`config.mk`:
```
export PLATFORM = sky130hd
export DESIGN_NAME = fac_fault
export DESIGN_NICKNAME = d
export VERILOG_FILES = /design/src/rtl/fac_pkg.sv /design/src/rtl/fac_fault.sv
export SDC_FILE = /design/constraint.sdc
export NUM_CORES = 1
export LEC_CHECK = 0
export BUFFER_PORTS_ARGS = -buffer_cell sky130_fd_sc_hd__buf_2
export CELL_PAD_IN_SITES_DETAIL_PLACEMENT = 2
export CELL_PAD_IN_SITES_GLOBAL_PLACEMENT = 2
export CORE_AREA = 4 4 41 43
export DETAILED_ROUTE_END_ITERATION = 8
export DIE_AREA = 0 0 45 47
export GPL_ROUTABILITY_DRIVEN = 0
export PLACE_DENSITY_LB_ADDON = 0.08
export SETUP_SLACK_MARGIN = 0.15
export SYNTH_ARGS = -nofsm -noshare
export SYNTH_HDL_FRONTEND = slang
export SYNTH_SLANG_ARGS = --single-unit
```
`constraint.sdc`:
```
create_clock -name vclk -period 2
set_input_delay 0.4 -clock vclk [all_inputs]
set_output_delay 0.4 -clock vclk [all_outputs]
set_load 0.05 [all_outputs]
```
`src/rtl/fac_pkg.sv`:
```
package fac_pkg;
  localparam int unsigned AW = 32;

  typedef enum logic {PORT_INSN = 1'b0, PORT_DATA = 1'b1} port_e;

  typedef struct packed {
    logic [AW-1:0] addr;
    logic          align_fault;
    logic          acc_error;
    logic          acc_except;
    logic          bypass;
  } result_t;

  // instruction-fetch error windows
  localparam int unsigned N_ERR_WIN = 2;
  localparam logic [AW-1:0] ERR_LO [N_ERR_WIN] = '{32'hFEFF_0600, 32'hFE80_0000};
  localparam logic [AW-1:0] ERR_HI [N_ERR_WIN] = '{32'hFEFF_7FFF, 32'hFEFE_FFFF};

  // unconditional instruction exception window
  localparam logic [AW-1:0] EXC_LO      = 32'hFE00_4000;
  localparam logic [AW-1:0] EXC_HI      = 32'hFE7F_FFFF;
  // RAM-gated window (also instruction-port uncacheable window)
  localparam logic [AW-1:0] LOWRAM_LO   = 32'hFE00_0000;
  localparam logic [AW-1:0] LOWRAM_HI   = 32'hFE00_3FFF;
  // data-port uncacheable window
  localparam logic [AW-1:0] DRAM_LO     = 32'hFE40_0000;
  localparam logic [AW-1:0] DRAM_HI     = 32'hFE40_3FFF;
  // always uncacheable
  localparam logic [AW-1:0] IO_LO       = 32'hFEFF_0000;
  localparam logic [AW-1:0] IO_HI       = 32'hFEFF_FFFF;
  localparam logic [AW-1:0] HIGH_BASE   = 32'hFF00_0000;

  function automatic logic in_win(input logic [AW-1:0] a,
                                  input logic [AW-1:0] lo,
                                  input logic [AW-1:0] hi);
    return (a >= lo) && (a <= hi);
  endfunction
endpackage

```
`src/rtl/fac_fault.sv`:
```
module fac_fault
  import fac_pkg::*;
(
  input  logic [AW-1:0] addr,
  input  logic          is_data,
  input  logic          ram_en,
  input  logic          misaligned,
  output logic          align_fault,
  output logic          acc_error,
  output logic          acc_except
);
  logic [N_ERR_WIN-1:0] err_hit;

  for (genvar w = 0; w < N_ERR_WIN; w++) begin : g_err
    assign err_hit[w] = in_win(addr, ERR_LO[w], ERR_HI[w]);
  end

  logic exc_hit;
  logic fetch;

  always_comb begin
    fetch       = (port_e'(is_data) == PORT_INSN);
    exc_hit     = in_win(addr, EXC_LO, EXC_HI) ||
                  (!ram_en && in_win(addr, LOWRAM_LO, LOWRAM_HI));
    acc_error   = fetch && (|err_hit);
    acc_except  = fetch && !acc_error && exc_hit;
    align_fault = misaligned && !acc_error && !acc_except;
  end
endmodule

```
After elaboration in Yosys (flattened, before gate mapping)

Index checks and enable logic that the tools add are counted.

Input bits: 35
Register bits: 0
Logic and storage cells: 24
Output and inout bits: 3

$lt $le $gt $ge: 8
Reduce and logical (&&, ||, !) cells: 15
Bitwise gates (word level): 1

Operators by type and width:

| kind                                                   | number |
|---|---|
| 32-bit >= comparator, second input constant            | 4 |
| 32-bit less-or-equal comparator, second input constant | 4 |
| 1-bit logical AND                                      | 10 |
| 1-bit logical NOT                                      | 3 |
| 2-bit OR reduction                                     | 1 |
| 1-bit logical OR                                       | 1 |
| 1-bit NOT                                              | 1 |

Depth between registers and ports, before layout

Word-level depth: 9
Gate-level depth with buffers: 4
Depth with buffers taken out: 4

Least setup slack after synthesis

Ideal clock, no wire load.

Path type: in2out
Start point: input addr[14]
End point: output align_fault
Data required time: 1600 ps
Stages: 4
Arrival: 1974 ps
Slack: -374 ps
Path buffers: 0
Path through: nor4_2 a21oi_1 o311a_1 nor3b_2

Word-level cells in the longest chain between the ends: 9
Elaborated cells on any way between the ends: 22
Those cells by class: order compare: 8; reduce/logical: 14

Ends and longest elaborated chain:

| item                                                                    | RTL line                         | source |
|---|---|---|
| from (decl)                                                             | fac_fault.sv:4                   | `input logic [AW-1:0] addr,` |
| 32-bit >= comparator or 32-bit less-or-equal comparator (tied branches) | fac_pkg.sv:36                    | `return (a >= lo) && (a <= hi);` |
| 1-bit logical AND                                                       | fac_pkg.sv:36                    |  |
| 2-bit OR reduction *                                                    | fac_fault.sv:25                  | `acc_error = fetch && (\|err_hit);` |
| 1-bit logical AND *                                                     | fac_fault.sv:25                  |  |
| named net acc_error                                                     | fac_fault.sv:9                   | `output logic acc_error,` |
| 1-bit logical NOT *                                                     | fac_fault.sv:26, fac_fault.sv:27 |  |
| 1-bit logical AND (2 in a row)                                          | fac_fault.sv:26                  | `acc_except = fetch && !acc_error && exc_hit;` |
| 1-bit logical NOT                                                       | fac_fault.sv:27                  | `align_fault = misaligned && !acc_error && !acc_except;` |
| 1-bit logical AND *                                                     | fac_fault.sv:27                  |  |
| to (decl)                                                               | fac_fault.sv:8                   | `output logic align_fault,` |

Mark *: on every way through the listed nets, which the timed path passes. The rest lies on a longest branch.

Worst setup path after layout

Start point: input addr[11]
End point: output align_fault

Word-level cells in the longest chain between the ends: 9
Elaborated cells on any way between the ends: 22
Those cells by class: order compare: 8; reduce/logical: 14

Ends and longest elaborated chain:

| item                                                                    | RTL line |
|---|---|
| 32-bit >= comparator or 32-bit less-or-equal comparator (tied branches) | fac_pkg.sv:36 |
| 1-bit logical AND                                                       | fac_pkg.sv:36 |
| 2-bit OR reduction                                                      | fac_fault.sv:25 |
| 1-bit logical AND                                                       | fac_fault.sv:25 |
| 1-bit logical NOT                                                       | fac_fault.sv:26, fac_fault.sv:27 |
| 1-bit logical AND (2 in a row)                                          | fac_fault.sv:26 |
| 1-bit logical NOT                                                       | fac_fault.sv:27 |
| 1-bit logical AND *                                                     | fac_fault.sv:27 |

Every way passes the cells marked *; elsewhere a longest branch is shown, timed or not.

==> run summary <==
CP startpoint: addr[11]
Placed insts: 61
Max-capacitance violation count: 0
Routed wire length: 773 µm
Starting Density: 8.37%
Status: completed
GRT overflow: 0
Sink of the worst hold path: align_fault
CP required: 1600 ps
NumNets Final: 83
Post-Route M1 WL: 291 µm
Type of destination of the critical path: primary output
Worst setup path class: input port to primary output
Met3 wire len: 83 µm
Post-route ant nets: 0
Residual DRC count: 0
First-pass GRT wire length: 1190 µm
Synth Instances: 15
Leak pwr: 0.173 nW
Mapped cell area: 109 µm²
Max Fclk: 516 MHz
PwrDens: 147 mW/mm²
Postcts setup bufs: 0
TritonRoute pass-1 iters: 4
Pin count of the biggest net entering global routing: 3
Max_slew headroom: 83.8%
Tot Pwr: 0.0525 mW
VDD IR max: 0.0395 mV
Drt via density: 4.20
Full die area: 0.00212 mm²
Uppermost layer routed: met3
Gr usage total: 7.40%
Seq cells: 0
Die width: 45 µm
Crit path time final: 1940 ps
DR vias: 256
Period utilization: 97.0%
Layout Area Growth over Synthesis: 228%
Initial DRC count: 1
Layout cell share with drive strength beyond 1: 82.6%
Synth Area per Inst: 7.26 µm²
Final setup vio count: 0
HP Start: misaligned
Avg WL per Cell: 12.7 µm
Initial antenna violation count: 0
Vias in the first global route: 300
Hold Path Stages: 3
Startpoint type of the worst setup path: input port
Syn Nets: 50
Row Count: 13
Core Footprint: 0.00130 mm²
RSZ-0062 raised after global routing: true
Seq/Total Area, Yosys: 0%
ANT cells: 0
Final slew viol count: 0
Max FO, Critical Path: 2
I/O pin cnt: 38
Netlist cell types: 13
Layout Cells excl Fill: 61
Port Buf Inserts: 29
Worst Path Arrival: 1540 ps
Syn. warnings: 0
Tightest Pin Transition: 241 ps
Final Hold Vio Count: 0
Die Height: 47 µm
Reg area: 0 µm²
Min-Delay Path Class: input port to primary output
Met2 WL: 398 µm
Clk_buf instances: 0
[where the power goes]
group,leakage [nW],internal [mW],total (mW),switching [mW]
Clock,0,0,0,0
Sequential,0,0,0,0
Combinational,0.173,0.0304,0.0525,0.0220
[what timing repair did]
item                                    in CTS  in global routing
resized for setup                            7                  4
pin swaps                                    2                  0
hold buffers                                 0                  0
endpoints found under the setup margin       3                  3
[worst max-delay path, cell delays in order]
cell,delay [ps]
buf_6,100
nor4_4,270
a21oi_2,100
o311a_4,320
nor3b_4,170
buf_6,180
[worst max-delay path by stage]
stage,endpoint,depth (start not counted)
after global placement,align_fault,6
after CTS,align_fault,6
after floorplan,align_fault,4
after detailed placement,align_fault,6
final,align_fault,6
after global routing,align_fault,6
[metrics by stage]
step / util (%) / hold slack, ps / TNS [ps] / worst slack, ps / cell area [µm²]
floorplan: - / 964 / -50.8 / -50.8 / 128
global placement: 23.6 / 1230 / -74.5 / -74.5 / 307
detailed placement: 23.6 / 1230 / -85.8 / -85.8 / 307
CTS: 26.0 / 1180 / 0 / 10.7 / 338
global route: 27.4 / 1190 / 0 / 0.461 / 357
finish: 27.4 / 1170 / 0 / 60.6 / 357
[placed cells by master, fill, tap and decap left out, drive strengths merged]
master	instances
nor4	2
nand4	2
nand3	1
buf	31
nand2	1
a31oi	1
a21oi	1
nor3b	1
o311a	1
nor2	1
and2	1
nand3b	1
nor4b	2
[layer usage]
metal | up-vias | global-route usage [%]
met3 | 0 | 1.15
met5 | - | 0
met2 | 17 | 15.3
met4 | 0 | 0
met1 | 111 | 8.31
li1 | 128 | -
[cell usage after synthesis]
master    instances  share of area [%]
nand2_1           1                3.4
and2_1            1                5.8
a31oi_1           1                5.8
nor4_1            1                5.8
nor4_2            1                 11
nand4_1           2                 11
nand3_1           1                4.6
a21oi_1           1                4.6
o311a_1           1                9.2
nand3b_1          1                6.9
nor4b_1           2                 16
nor2_1            1                3.4
nor3b_2           1                 11
[cell families after synthesis]
logic type	after synthesis	share of synthesized area, %
AND/OR/NAND/NOR	12	80.5
AO/OA/AOI/OAI	3	19.5
[area by class of cell]
type	instances	area, µm²
repair buffers	31	185
fillers	162	945
well taps	15	18.8
multi-input cells	15	153
Note: power is estimated with default switching activity, not from simulation.
